## config.mk

```make
export PLATFORM = sky130hd
export DESIGN_NAME = adc_frame_reader
export DESIGN_NICKNAME = d
export VERILOG_FILES = /design/src/rtl/adc_rdr_pkg.sv /design/src/rtl/adc_rdr_drdy_sync.sv /design/src/rtl/adc_rdr_boot_rom.sv /design/src/rtl/adc_rdr_spi_frame.sv /design/src/rtl/adc_frame_reader.sv
export SDC_FILE = /design/constraint.sdc
export NUM_CORES = 1
export LEC_CHECK = 0
export CORE_ASPECT_RATIO = 0.9
export CORE_UTILIZATION = 34
export CTS_CLUSTER_DIAMETER = 200
export DETAILED_ROUTE_END_ITERATION = 6
export GPL_ROUTABILITY_DRIVEN = 0
export PLACE_DENSITY_LB_ADDON = 0.05
export SLEW_MARGIN = 20
export SYNTH_ARGS = -nofsm -noshare
export SYNTH_HDL_FRONTEND = slang
export SYNTH_SLANG_ARGS = --single-unit
```

## constraint.sdc

```tcl
create_clock -name clk -period 2.43 [get_ports clk]
set_clock_uncertainty 0.05 [all_clocks]
set_input_delay 0.486 -clock clk [delete_from_list [all_inputs] [get_ports clk]]
set_output_delay 0.486 -clock clk [all_outputs]
set_load 0.01 [all_outputs]
```

## src/rtl/adc_rdr_pkg.sv

```systemverilog
package adc_rdr_pkg;

    localparam logic [15:0] CMD_NULL   = 16'h0000;
    localparam logic [15:0] CMD_UNLOCK = 16'h0655;
    localparam logic [15:0] CMD_WAKEUP = 16'h0033;
    localparam logic [7:0]  ENA_ADDR   = 8'h0F;
    localparam logic [7:0]  ENA_ALL    = 8'h0F;

    typedef enum logic [2:0] {
        RD_BOOT_CMD,
        RD_BOOT_CMD_WAIT,
        RD_BOOT_ACK,
        RD_BOOT_ACK_WAIT,
        RD_IDLE,
        RD_FRAME
    } rdr_state_e;

    typedef enum logic [2:0] {
        SP_IDLE,
        SP_SETUP,
        SP_LOW,
        SP_HIGH,
        SP_HOLD,
        SP_GAP
    } spi_state_e;

    function automatic logic [15:0] wr_cmd(input logic [7:0] addr, input logic [7:0] data);
        return {3'b010, addr[4:0], data};
    endfunction

    function automatic logic [15:0] wr_ack(input logic [7:0] addr, input logic [7:0] data);
        return {3'b001, addr[4:0], data};
    endfunction

endpackage

```

## src/rtl/adc_rdr_drdy_sync.sv

```systemverilog
module adc_rdr_drdy_sync #(
    parameter int SYNC_STAGES = 2
) (
    input  logic clk,
    input  logic rst_n,
    input  logic drdy_n_i,
    output logic fall_o
);
    localparam int SH_W = SYNC_STAGES + 1;

    logic [SH_W-1:0] sh_d, sh_q;

    always_comb begin
        sh_d = {sh_q[SH_W-2:0], drdy_n_i};
    end

    always_ff @(posedge clk or negedge rst_n) begin
        if (!rst_n) sh_q <= '1;
        else        sh_q <= sh_d;
    end

    assign fall_o = sh_q[SH_W-1] & ~sh_q[SH_W-2];
endmodule

```

## src/rtl/adc_rdr_boot_rom.sv

```systemverilog
module adc_rdr_boot_rom
    import adc_rdr_pkg::*;
#(
    parameter int              NUM_CFG  = 3,
    parameter logic [NUM_CFG*8-1:0] CFG_ADDR = 24'h0E0D0B,
    parameter logic [NUM_CFG*8-1:0] CFG_DATA = 24'h800220,
    parameter int              STEP_W   = 3
) (
    input  logic [STEP_W-1:0] step_i,
    output logic [15:0]       cmd_o,
    output logic [15:0]       ack_o
);
    always_comb begin
        cmd_o = CMD_WAKEUP;
        ack_o = CMD_WAKEUP;
        if (step_i == '0) begin
            cmd_o = CMD_UNLOCK;
            ack_o = CMD_UNLOCK;
        end else if (int'(step_i) == NUM_CFG + 1) begin
            cmd_o = wr_cmd(ENA_ADDR, ENA_ALL);
            ack_o = wr_ack(ENA_ADDR, ENA_ALL);
        end else begin
            for (int i = 0; i < NUM_CFG; i++) begin
                if (int'(step_i) == i + 1) begin
                    cmd_o = wr_cmd(CFG_ADDR[i*8 +: 8], CFG_DATA[i*8 +: 8]);
                    ack_o = wr_ack(CFG_ADDR[i*8 +: 8], CFG_DATA[i*8 +: 8]);
                end
            end
        end
    end
endmodule

```

## src/rtl/adc_rdr_spi_frame.sv

```systemverilog
module adc_rdr_spi_frame
    import adc_rdr_pkg::*;
#(
    parameter int WORD_W    = 32,
    parameter int DIV       = 2,
    parameter int MAX_WORDS = 3,
    parameter int NW_W      = 2
) (
    input  logic              clk,
    input  logic              rst_n,
    input  logic              start_i,
    input  logic [15:0]       cmd_i,
    input  logic [NW_W-1:0]   nwords_i,
    output logic              word_valid_o,
    output logic [NW_W-1:0]   word_idx_o,
    output logic [WORD_W-1:0] word_o,
    output logic              done_o,
    output logic              sclk_o,
    output logic              cs_n_o,
    output logic              mosi_o,
    input  logic              miso_i
);
    localparam int CNT_W = $clog2(DIV + 1);
    localparam int BIT_W = $clog2(WORD_W);
    localparam logic [CNT_W-1:0] CNT_END = CNT_W'(DIV - 1);
    localparam logic [BIT_W-1:0] BIT_END = BIT_W'(WORD_W - 1);

    typedef struct packed {
        spi_state_e        st;
        logic [CNT_W-1:0]  cnt;
        logic [BIT_W-1:0]  bitc;
        logic [NW_W-1:0]   widx;
        logic [NW_W-1:0]   nw;
        logic [WORD_W-1:0] txsh;
        logic [WORD_W-1:0] rxsh;
        logic              sclk;
        logic              cs_n;
        logic              wvalid;
        logic [NW_W-1:0]   wout_idx;
        logic [WORD_W-1:0] wout;
        logic              done;
    } spi_regs_t;

    spi_regs_t r_d, r_q;

    always_comb begin
        r_d        = r_q;
        r_d.wvalid = 1'b0;
        r_d.done   = 1'b0;
        unique case (r_q.st)
            SP_IDLE: begin
                if (start_i) begin
                    r_d.cs_n = 1'b0;
                    r_d.txsh = {cmd_i, {(WORD_W-16){1'b0}}};
                    r_d.nw   = nwords_i;
                    r_d.widx = '0;
                    r_d.bitc = '0;
                    r_d.cnt  = '0;
                    r_d.st   = SP_SETUP;
                end
            end
            SP_SETUP: begin
                r_d.cnt = r_q.cnt + 1'b1;
                if (r_q.cnt == CNT_END) begin
                    r_d.cnt = '0;
                    r_d.st  = SP_LOW;
                end
            end
            SP_LOW: begin
                r_d.cnt = r_q.cnt + 1'b1;
                if (r_q.cnt == CNT_END) begin
                    r_d.cnt  = '0;
                    r_d.sclk = 1'b1;
                    r_d.rxsh = {r_q.rxsh[WORD_W-2:0], miso_i};
                    r_d.st   = SP_HIGH;
                end
            end
            SP_HIGH: begin
                r_d.cnt = r_q.cnt + 1'b1;
                if (r_q.cnt == CNT_END) begin
                    r_d.cnt  = '0;
                    r_d.sclk = 1'b0;
                    r_d.txsh = {r_q.txsh[WORD_W-2:0], 1'b0};
                    r_d.st   = SP_LOW;
                    if (r_q.bitc == BIT_END) begin
                        r_d.bitc     = '0;
                        r_d.wvalid   = 1'b1;
                        r_d.wout     = r_q.rxsh;
                        r_d.wout_idx = r_q.widx;
                        if (r_q.widx == r_q.nw - 1'b1) r_d.st = SP_HOLD;
                        else                           r_d.widx = r_q.widx + 1'b1;
                    end else begin
                        r_d.bitc = r_q.bitc + 1'b1;
                    end
                end
            end
            SP_HOLD: begin
                r_d.cnt = r_q.cnt + 1'b1;
                if (r_q.cnt == CNT_END) begin
                    r_d.cnt  = '0;
                    r_d.cs_n = 1'b1;
                    r_d.st   = SP_GAP;
                end
            end
            SP_GAP: begin
                r_d.cnt = r_q.cnt + 1'b1;
                if (r_q.cnt == CNT_END) begin
                    r_d.cnt  = '0;
                    r_d.done = 1'b1;
                    r_d.st   = SP_IDLE;
                end
            end
            default: r_d.st = SP_IDLE;
        endcase
    end

    always_ff @(posedge clk or negedge rst_n) begin
        if (!rst_n) begin
            r_q      <= '0;
            r_q.st   <= SP_IDLE;
            r_q.cs_n <= 1'b1;
        end else begin
            r_q <= r_d;
        end
    end

    assign word_valid_o = r_q.wvalid;
    assign word_idx_o   = r_q.wout_idx;
    assign word_o       = r_q.wout;
    assign done_o       = r_q.done;
    assign sclk_o       = r_q.sclk;
    assign cs_n_o       = r_q.cs_n;
    assign mosi_o       = r_q.txsh[WORD_W-1] & ~r_q.cs_n;
endmodule

```

## src/rtl/adc_frame_reader.sv

```systemverilog
module adc_frame_reader
    import adc_rdr_pkg::*;
#(
    parameter int NUM_CH    = 2,
    parameter int CRC_EN    = 0,
    parameter int WORD_W    = 32,
    parameter int SAMPLE_W  = 24,
    parameter int OUT_W     = 32,
    parameter int SCLK_DIV  = 2,
    parameter int NUM_CFG   = 3,
    parameter logic [NUM_CFG*8-1:0] CFG_ADDR = 24'h0E0D0B,
    parameter logic [NUM_CFG*8-1:0] CFG_DATA = 24'h800220
) (
    input  logic                    clk,
    input  logic                    rst_n,
    input  logic                    drdy_n_i,
    output logic                    sclk_o,
    output logic                    cs_n_o,
    output logic                    mosi_o,
    input  logic                    miso_i,
    output logic                    m_valid_o,
    input  logic                    m_ready_i,
    output logic [15:0]             m_status_o,
    output logic [NUM_CH*OUT_W-1:0] m_samples_o,
    output logic                    overrun_o
);
    localparam int FRAME_WORDS = 1 + NUM_CH + CRC_EN;
    localparam int NUM_STEPS   = NUM_CFG + 3;
    localparam int STEP_W      = $clog2(NUM_STEPS);
    localparam int NW_W        = $clog2(FRAME_WORDS + 1);
    localparam int EXT_W       = OUT_W - SAMPLE_W;
    localparam logic [STEP_W-1:0] LAST_STEP = STEP_W'(NUM_STEPS - 1);

    typedef struct packed {
        rdr_state_e              st;
        logic [STEP_W-1:0]       step;
        logic                    ack_ok;
        logic [15:0]             stat_buf;
        logic [NUM_CH*OUT_W-1:0] samp_buf;
        logic [15:0]             out_stat;
        logic [NUM_CH*OUT_W-1:0] out_samp;
        logic                    out_valid;
        logic                    ovr;
    } rdr_regs_t;

    rdr_regs_t r_d, r_q;

    logic              drdy_fall;
    logic [15:0]       rom_cmd, rom_ack;
    logic              sp_start;
    logic [15:0]       sp_cmd;
    logic [NW_W-1:0]   sp_nwords;
    logic              sp_wvalid, sp_done;
    logic [NW_W-1:0]   sp_widx;
    logic [WORD_W-1:0] sp_word;
    logic              unused_low_bits;

    assign unused_low_bits = ^sp_word[WORD_W-SAMPLE_W-1:0];

    adc_rdr_drdy_sync #(.SYNC_STAGES(2)) u_sync (
        .clk      (clk),
        .rst_n    (rst_n),
        .drdy_n_i (drdy_n_i),
        .fall_o   (drdy_fall)
    );

    adc_rdr_boot_rom #(
        .NUM_CFG  (NUM_CFG),
        .CFG_ADDR (CFG_ADDR),
        .CFG_DATA (CFG_DATA),
        .STEP_W   (STEP_W)
    ) u_rom (
        .step_i (r_q.step),
        .cmd_o  (rom_cmd),
        .ack_o  (rom_ack)
    );

    adc_rdr_spi_frame #(
        .WORD_W    (WORD_W),
        .DIV       (SCLK_DIV),
        .MAX_WORDS (FRAME_WORDS),
        .NW_W      (NW_W)
    ) u_spi (
        .clk          (clk),
        .rst_n        (rst_n),
        .start_i      (sp_start),
        .cmd_i        (sp_cmd),
        .nwords_i     (sp_nwords),
        .word_valid_o (sp_wvalid),
        .word_idx_o   (sp_widx),
        .word_o       (sp_word),
        .done_o       (sp_done),
        .sclk_o       (sclk_o),
        .cs_n_o       (cs_n_o),
        .mosi_o       (mosi_o),
        .miso_i       (miso_i)
    );

    always_comb begin
        r_d       = r_q;
        sp_start  = 1'b0;
        sp_cmd    = CMD_NULL;
        sp_nwords = NW_W'(1);

        if (r_q.out_valid && m_ready_i) r_d.out_valid = 1'b0;

        unique case (r_q.st)
            RD_BOOT_CMD: begin
                sp_start = 1'b1;
                sp_cmd   = rom_cmd;
                r_d.st   = RD_BOOT_CMD_WAIT;
            end
            RD_BOOT_CMD_WAIT: begin
                if (sp_done) r_d.st = RD_BOOT_ACK;
            end
            RD_BOOT_ACK: begin
                sp_start = 1'b1;
                r_d.st   = RD_BOOT_ACK_WAIT;
            end
            RD_BOOT_ACK_WAIT: begin
                if (sp_wvalid) r_d.ack_ok = (sp_word[WORD_W-1 -: 16] == rom_ack);
                if (sp_done) begin
                    if (!r_q.ack_ok) begin
                        r_d.st = RD_BOOT_CMD;
                    end else if (r_q.step == LAST_STEP) begin
                        r_d.st = RD_IDLE;
                    end else begin
                        r_d.step = r_q.step + 1'b1;
                        r_d.st   = RD_BOOT_CMD;
                    end
                end
            end
            RD_IDLE: begin
                if (drdy_fall) begin
                    sp_start  = 1'b1;
                    sp_nwords = NW_W'(FRAME_WORDS);
                    r_d.st    = RD_FRAME;
                end
            end
            RD_FRAME: begin
                if (drdy_fall) r_d.ovr = 1'b1;
                if (sp_wvalid) begin
                    if (sp_widx == '0) r_d.stat_buf = sp_word[WORD_W-1 -: 16];
                    for (int c = 0; c < NUM_CH; c++) begin
                        if (int'(sp_widx) == c + 1) begin
                            r_d.samp_buf[c*OUT_W +: OUT_W] =
                                {{EXT_W{sp_word[WORD_W-1]}}, sp_word[WORD_W-1 -: SAMPLE_W]};
                        end
                    end
                end
                if (sp_done) begin
                    r_d.out_stat  = r_q.stat_buf;
                    r_d.out_samp  = r_q.samp_buf;
                    r_d.out_valid = 1'b1;
                    r_d.st        = RD_IDLE;
                end
            end
            default: r_d.st = RD_BOOT_CMD;
        endcase
    end

    always_ff @(posedge clk or negedge rst_n) begin
        if (!rst_n) begin
            r_q    <= '0;
            r_q.st <= RD_BOOT_CMD;
        end else begin
            r_q <= r_d;
        end
    end

    assign m_valid_o   = r_q.out_valid;
    assign m_status_o  = r_q.out_stat;
    assign m_samples_o = r_q.out_samp;
    assign overrun_o   = r_q.ovr;
endmodule

```

Yosys cells after proc, flatten, opt, wreduce, memory -nomap -nowiden
Index checks and enable logic that the tools add are counted.
Word-level totals
  input port bits: 5
  register bits: 264
  output and inout bits: 85
  word-level logic and storage cells: 149
Cells by class
  equality and inequality tests: 33
  muxes and demuxes: 55
  add/sub/neg operators: 5
  reductions and logical operators: 27
  bitwise gates (word level): 5
Operator list (count)
  $mux 35: 3
  $mux 16: 5
  $pmux 32 s2: 1
  $mux 46: 1
  $mux 15: 3
  $mux 14: 3
  $pmux 3 s6: 2
  $mux 32: 1
  $mux 3: 9
  $mux 5: 5
  $eq 3x3->1 const B: 8
  $reduce_and 3->1: 7
  $ne 2x1->1 const B: 9
  $eq 16x16->1: 1
  $eq 3x2->1 const B: 5
  $pmux 7 s2: 1
  $mux 12: 1
  $pmux 2 s6: 1
  $reduce_and 2->1: 6
  $mux 1: 10
  $mux 2: 5
  $logic_not 3->1: 3
  $reduce_and 4->1: 2
  $eq 3x1->1 const B: 2
  other kinds (20): 31

Depth between registers and ports, before layout
  depth after elaboration: 9
  mapped depth: 8
  mapped depth without buffers: 7

Cells and area by module
Synthesis repeated with hierarchy kept, for this count alone.
Unflattened totals
  cells, all modules: 831
  area, all modules: 10820.4 µm²
By module, submodules not included
  adc_frame_reader: area an instance 6094.6 µm², times used 1, cells an instance 433
  adc_rdr_spi_frame: area an instance 4376.7 µm², times used 1, cells an instance 356
  adc_rdr_boot_rom: area an instance 256.5 µm², times used 1, cells an instance 38
  adc_rdr_drdy_sync: area an instance 92.6 µm², times used 1, cells an instance 4

Worst setup path before layout
No wires, ideal clock.
  kind: flip-flop to flip-flop
  from: register r_q[163] (netlist name)
  to: register r_q[162] (netlist name)
  data arrival time: 1736 ps
  setup time: 110 ps
  path buffers: 0
  stages on the path, launching flop included: 8
  setup slack: 533 ps
  clock period less this slack: 1897 ps
  cells stage by stage: dfrtp_1 ha_1 ha_1 inv_1 a21o_1 o311ai_0 o21ai_0 o41ai_1
Between the ends
  word-level cells in the longest chain between the ends: 7
  elaborated cells on any way between the ends: 11
  those cells by class: 5 x eq/ne; 5 x mux; 1 x reduce/logical
Ends and longest elaborated chain
  start: declaration: line adc_frame_reader.sv:46  | rdr_regs_t r_d, r_q;
  start signal: assignment: line adc_frame_reader.sv:167  | r_q <= r_d;
  $eq 3x2->1: line adc_rdr_boot_rom.sv:24  | if (int'(step_i) == i + 1) begin
  $mux 14 (3 in series): line adc_rdr_boot_rom.sv:24
  $mux 16: line adc_rdr_boot_rom.sv:19  | end else if (int'(step_i) == NUM_CFG + 1) begin
  $mux 16 *: line adc_rdr_boot_rom.sv:16  | if (step_i == '0) begin
  $eq 16x16->1 *: line adc_frame_reader.sv:121  | if (sp_wvalid) r_d.ack_ok = (sp_word[WORD_W-1 -: 16] == rom_ack);
Every way passes the cells marked *; elsewhere a longest branch is shown, timed or not.
A chain may end at the register's enable or synchronous reset.

Worst setup path in the final report
Ends and elaborated chain as after synthesis.

==> tab_implementation.tex <==
\begin{tabular}{lr}
\hline
Metric & Value \\
\hline
\multicolumn{2}{l}{\textbf{Logic synthesis}} \\
\quad Share of the synthesized area in the top cell type & 0.570 \\
\quad Yosys warns & 0 \\
\quad Synth Register Bits & around 230 \\
\quad Cell type with the highest aggregate area in the netlist & sky130\_fd\_sc\_hd\_\_dfrtp\_1 \\
\quad Seq/Total Area, Yosys & 0.581 \\
\quad Syn Area/Cell & between 10 and 15 sq um \\
\quad Most instantiated flip-flop cell in the synthesis netlist & sky130\_fd\_sc\_hd\_\_dfrtp\_1 \\
\quad Distinct cell type count of the synthesized netlist & 55 \\
\quad Number of standard cells after synthesis & 742 \\
\quad Post-synthesis cell area & 10000 sq um \\
\quad Synth Net Count & between 700 and 800 \\
\quad EDFF count, synth & 0 \\
\quad Synth top area cells & sky130\_fd\_sc\_hd\_\_dfrtp\_1, sky130\_fd\_sc\_hd\_\_mux2\_2, sky130\_fd\_sc\_hd\_\_buf\_4 \\
\quad Async SR Flop Fraction & 1.00 \\
\multicolumn{2}{l}{\textbf{Cells and area}} \\
\quad Ratio of cells with drive above 1 in the final layout & 0.343 \\
\quad Fillcell total & $\sim$2800 \\
\quad Non-filler cells, final & 1190 \\
\quad Number of antenna cells inserted & 0 \\
\quad Synth-to-Final Area Change & 18.0\% \\
\quad Finished layout cell area & 11800 sq um \\
\quad Net count, final & 786 \\
\quad Final core utilization & 0.408 \\
\multicolumn{2}{l}{\textbf{Clock tree}} \\
\quad CTS Buf Count & 27 \\
\quad TritonCTS clock tree & built \\
\quad Count of clock tree sinks & 232 \\
\quad \# resized after CTS & 0 \\
\quad Register clock-pin slew on the reported worst setup and hold paths & 0.06 ns \\
\quad Root buffer cell & sky130\_fd\_sc\_hd\_\_clkbuf\_16 \\
\quad Clk\_lat worst skew & $\sim$0.53 ns \\
\quad H-tree level count & 1 \\
\quad Deepest clock path buffer count & 3 \\
\multicolumn{2}{l}{\textbf{Pwr}} \\
\quad Combinational group share of total power & 0.013 \\
\quad Switch Pwr & 0.00165 W \\
\quad Worst IR Drop VDD & 0.415 mV \\
\quad Internal power & 0.00634 W \\
\quad Leakage power & between 5 and 6 nW \\
\quad Ratio of total power to cell area & 678 nW/um\^{}2 \\
\quad Sequential fraction of design power & 0.486 \\
\quad Net switching share of the total power & 0.207 \\
\quad Share of total power in the clock network & 0.501 \\
\multicolumn{2}{l}{\textbf{GRT}} \\
\quad Largest net degree at the start of global routing & 95 \\
\quad Number of antenna violations at the first check in global routing & 0 \\
\quad Wire length of the first global-routing pass & roughly 32000 um \\
\quad Via count of the first global-routing pass & slightly below 6000 \\
\quad Residual overflow from global routing & 0 \\
\quad Total global routing track utilization & 0.135 \\
\multicolumn{2}{l}{\textbf{Worst setup path}} \\
\quad Register-to-register setup slack & 0.23 ns \\
\quad CP Capture Point & r\_q[162] \\
\quad Critical path launch point type & flop \\
\quad CP max FO & 9 \\
\quad FF-to-FF Start & r\_q[163] \\
\quad Data arrival, critical path & 2.56 ns \\
\quad Destination of the worst register-to-register timing path & r\_q[162] \\
\quad Worst Path Class, Setup & reg -> reg \\
\quad Cell count of the worst reg-to-reg path & 7 \\
\quad Startpoint of the most critical setup path & r\_q[163] \\
\quad Kind of end point of the critical path & flop \\
\quad Critical path data required time & approximately 2.8 ns \\
\multicolumn{2}{l}{\textbf{Timing}} \\
\quad Min cycle time layout & approximately 2.2 ns \\
\quad Worst slew pin tran & roughly 0.53 ns \\
\quad Setup repair after global routing missed its margin & no \\
\quad Hold violation count in the final report & 0 \\
\quad Headroom to the max-slew limit & 0.646 \\
\quad Fmax & between 400 and 500 MHz \\
\quad Total of endpoints with negative setup slack in the final report & 0 \\
\quad Final Cycle Share & 0.906 \\
\quad Final hold slack & 0.305 ns \\
\quad Setup TNS & 0 ns \\
\quad Number of max-slew violations in the final report & 0 \\
\multicolumn{2}{l}{\textbf{Floorplanning}} \\
\quad Die extent in y & about 160 um \\
\quad Effective utilization at floorplan & 0.346 \\
\quad Core Rows & 59 \\
\quad Die area & 30100 sq um \\
\quad Number of placed I/O pins & 90 \\
\quad Die width & 183 um \\
\quad Total core area & $\sim$29000 sq um \\
\multicolumn{2}{l}{\textbf{Routing}} \\
\quad Vias after detailed routing & 5600 \\
\quad Number of iterations in the first detailed-routing pass & 4 \\
\quad Antenna Nets Post-Route & 0 \\
\quad Post-detailed-route DRC marker count & 0 \\
\quad Routed len/inst & 16.3 um \\
\quad DRT Wirelength & 19400 um \\
\quad Via density & 4.71 \\
\quad Number of violations reported at the end of detailed-routing iteration 0 & 304 \\
\multicolumn{2}{l}{\textbf{Place}} \\
\quad DP Area & $\sim$11000 sq um \\
\quad Number of buffer cells added on primary ports & 89 \\
\quad Count of placed standard cells including taps & 1139 \\
\quad Detailed placement HPWL & 12900 um \\
\multicolumn{2}{l}{\textbf{Hold path}} \\
\quad Launch point of the worst hold path & u\_sync.sh\_q[0] \\
\quad Path type of the worst min-delay path & reg -> reg \\
\multicolumn{2}{l}{\textbf{Status}} \\
\quad Outcome & finished clean \\
\multicolumn{2}{l}{\textbf{Job}} \\
\quad Max-capacitance violation count & 0 \\
\hline
\end{tabular}
-- layout make-up --
cell class / count / area (sq um) / area share
clock buffer: 38 / 777 / 0.0658
clock inverter: 12 / 121 / 0.0103
inverter: 11 / 41.3 / 0.00350
multi-input combinational: 389 / 3410 / 0.289
sequential: 232 / 5810 / 0.492
tap: 396 / 495 / 0.0420
timing repair buffer: 112 / 1150 / 0.0971
-- flip-flops by register name, summed over array words and instances, names as in the netlist --
name                cells
u_spi.word_valid_o      1
m_samples_o            48
u_spi.r_q              62
u_spi.sclk_o            1
u_spi.word_o           24
m_status_o             16
u_spi.cs_n_o            1
u_spi.word_idx_o        2
overrun_o               1
m_valid_o               1
u_sync.sh_q             3
u_spi.done_o            1
r_q                    71
-- cells in the mapped netlist (all sizes together), types with 5 or more instances --
master,number
a21oi,20
nand2b,9
mux2,188
ha,8
nand3,9
nor2,20
dfrtp,228
o21ai,27
nor3,10
inv,11
clkbuf,5
nand2,31
xor2,5
nor2b,5
a22oi,6
buf,105
-- critical path, stage by stage, from the launching register on --
cell and delay, ns:
sky130_fd_sc_hd__dfrtp_1 0.51, sky130_fd_sc_hd__inv_1 0.14, sky130_fd_sc_hd__ha_1 0.23, sky130_fd_sc_hd__o21bai_1 0.33, sky130_fd_sc_hd__a21oi_1 0.15, sky130_fd_sc_hd__a21oi_1 0.22, sky130_fd_sc_hd__a21oi_1 0.11, sky130_fd_sc_hd__o41ai_1 0.35
-- power by group through the flow --
stage | combinational (W) | sequential, W | clock (W)
floorplan | 0.0000107 | 0.00395 | 0
global placement | 0.000109 | 0.00395 | 0
detailed placement | 0.000112 | 0.00396 | 0
CTS | 0.000114 | 0.00389 | 0.00414
global route | 0.000126 | 0.00388 | 0.00432
finish | 0.000105 | 0.00389 | 0.00400
-- logic make-up after synthesis --
kind of cell | count (synthesis) | share of synthesized area
XOR/XNOR | 9 | 0.00788
adder cells (fa/ha/maj) | 8 | 0.0100
AO/OA/AOI/OAI | 83 | 0.0524
buffers and inverters | 121 | 0.0804
multiplexers | 191 | 0.215
AND/OR/NAND/NOR | 98 | 0.0537
flip-flops | 232 | 0.581
-- layout by cell type, fill, tap and decap left out, types with 8 or more instances in the layout --
cell / n
sky130_fd_sc_hd__o21ai_0: 27
sky130_fd_sc_hd__a21oi_1: 18
sky130_fd_sc_hd__nor2_1: 20
sky130_fd_sc_hd__buf_4: 16
sky130_fd_sc_hd__clkbuf_16: 27
sky130_fd_sc_hd__inv_1: 11
sky130_fd_sc_hd__nand2b_1: 9
sky130_fd_sc_hd__mux2_2: 187
sky130_fd_sc_hd__dfrtp_1: 228
sky130_fd_sc_hd__clkdlybuf4s50_1: 88
sky130_fd_sc_hd__ha_1: 8
sky130_fd_sc_hd__nand2_1: 30
-- layer usage --
metal,vias up,wire [um],GRT usage
li1,2606,-,-
met1,2868,9570,0.193
met2,91,8770,0.213
met3,35,666,0.0221
met4,0,435,0.0398
met5,-,0,0
-- worst min-delay path by stage --
stage	to	slack, ns	depth (start not counted)
3_3_place_gp	u_sync.sh_q[1]	0.30	0
3_5_place_dp	u_sync.sh_q[1]	0.30	0
2_1_floorplan	m_samples_o[0]	0.14	0
6_report	u_sync.sh_q[1]	0.31	0
5_1_grt	u_sync.sh_q[0]	0.30	1
4_1_cts	u_sync.sh_q[0]	0.29	1
-- per-stage QoR --
stage | setup slack, ns | power, W
after floorplan | 0.533 | 0.00396
after detailed placement | 0.222 | 0.00407
after CTS | 0.246 | 0.00814
after global placement | 0.355 | 0.00406
final | 0.229 | 0.00800
after global routing | 0.0889 | 0.00833
-- repair_timing --
action,CTS,global route
buffers inserted,0,0
endpoints found under the setup margin,0,0
hold endpoints to repair,174,0
hold buffers,1,0
Power figures use the tool's default switching activity.
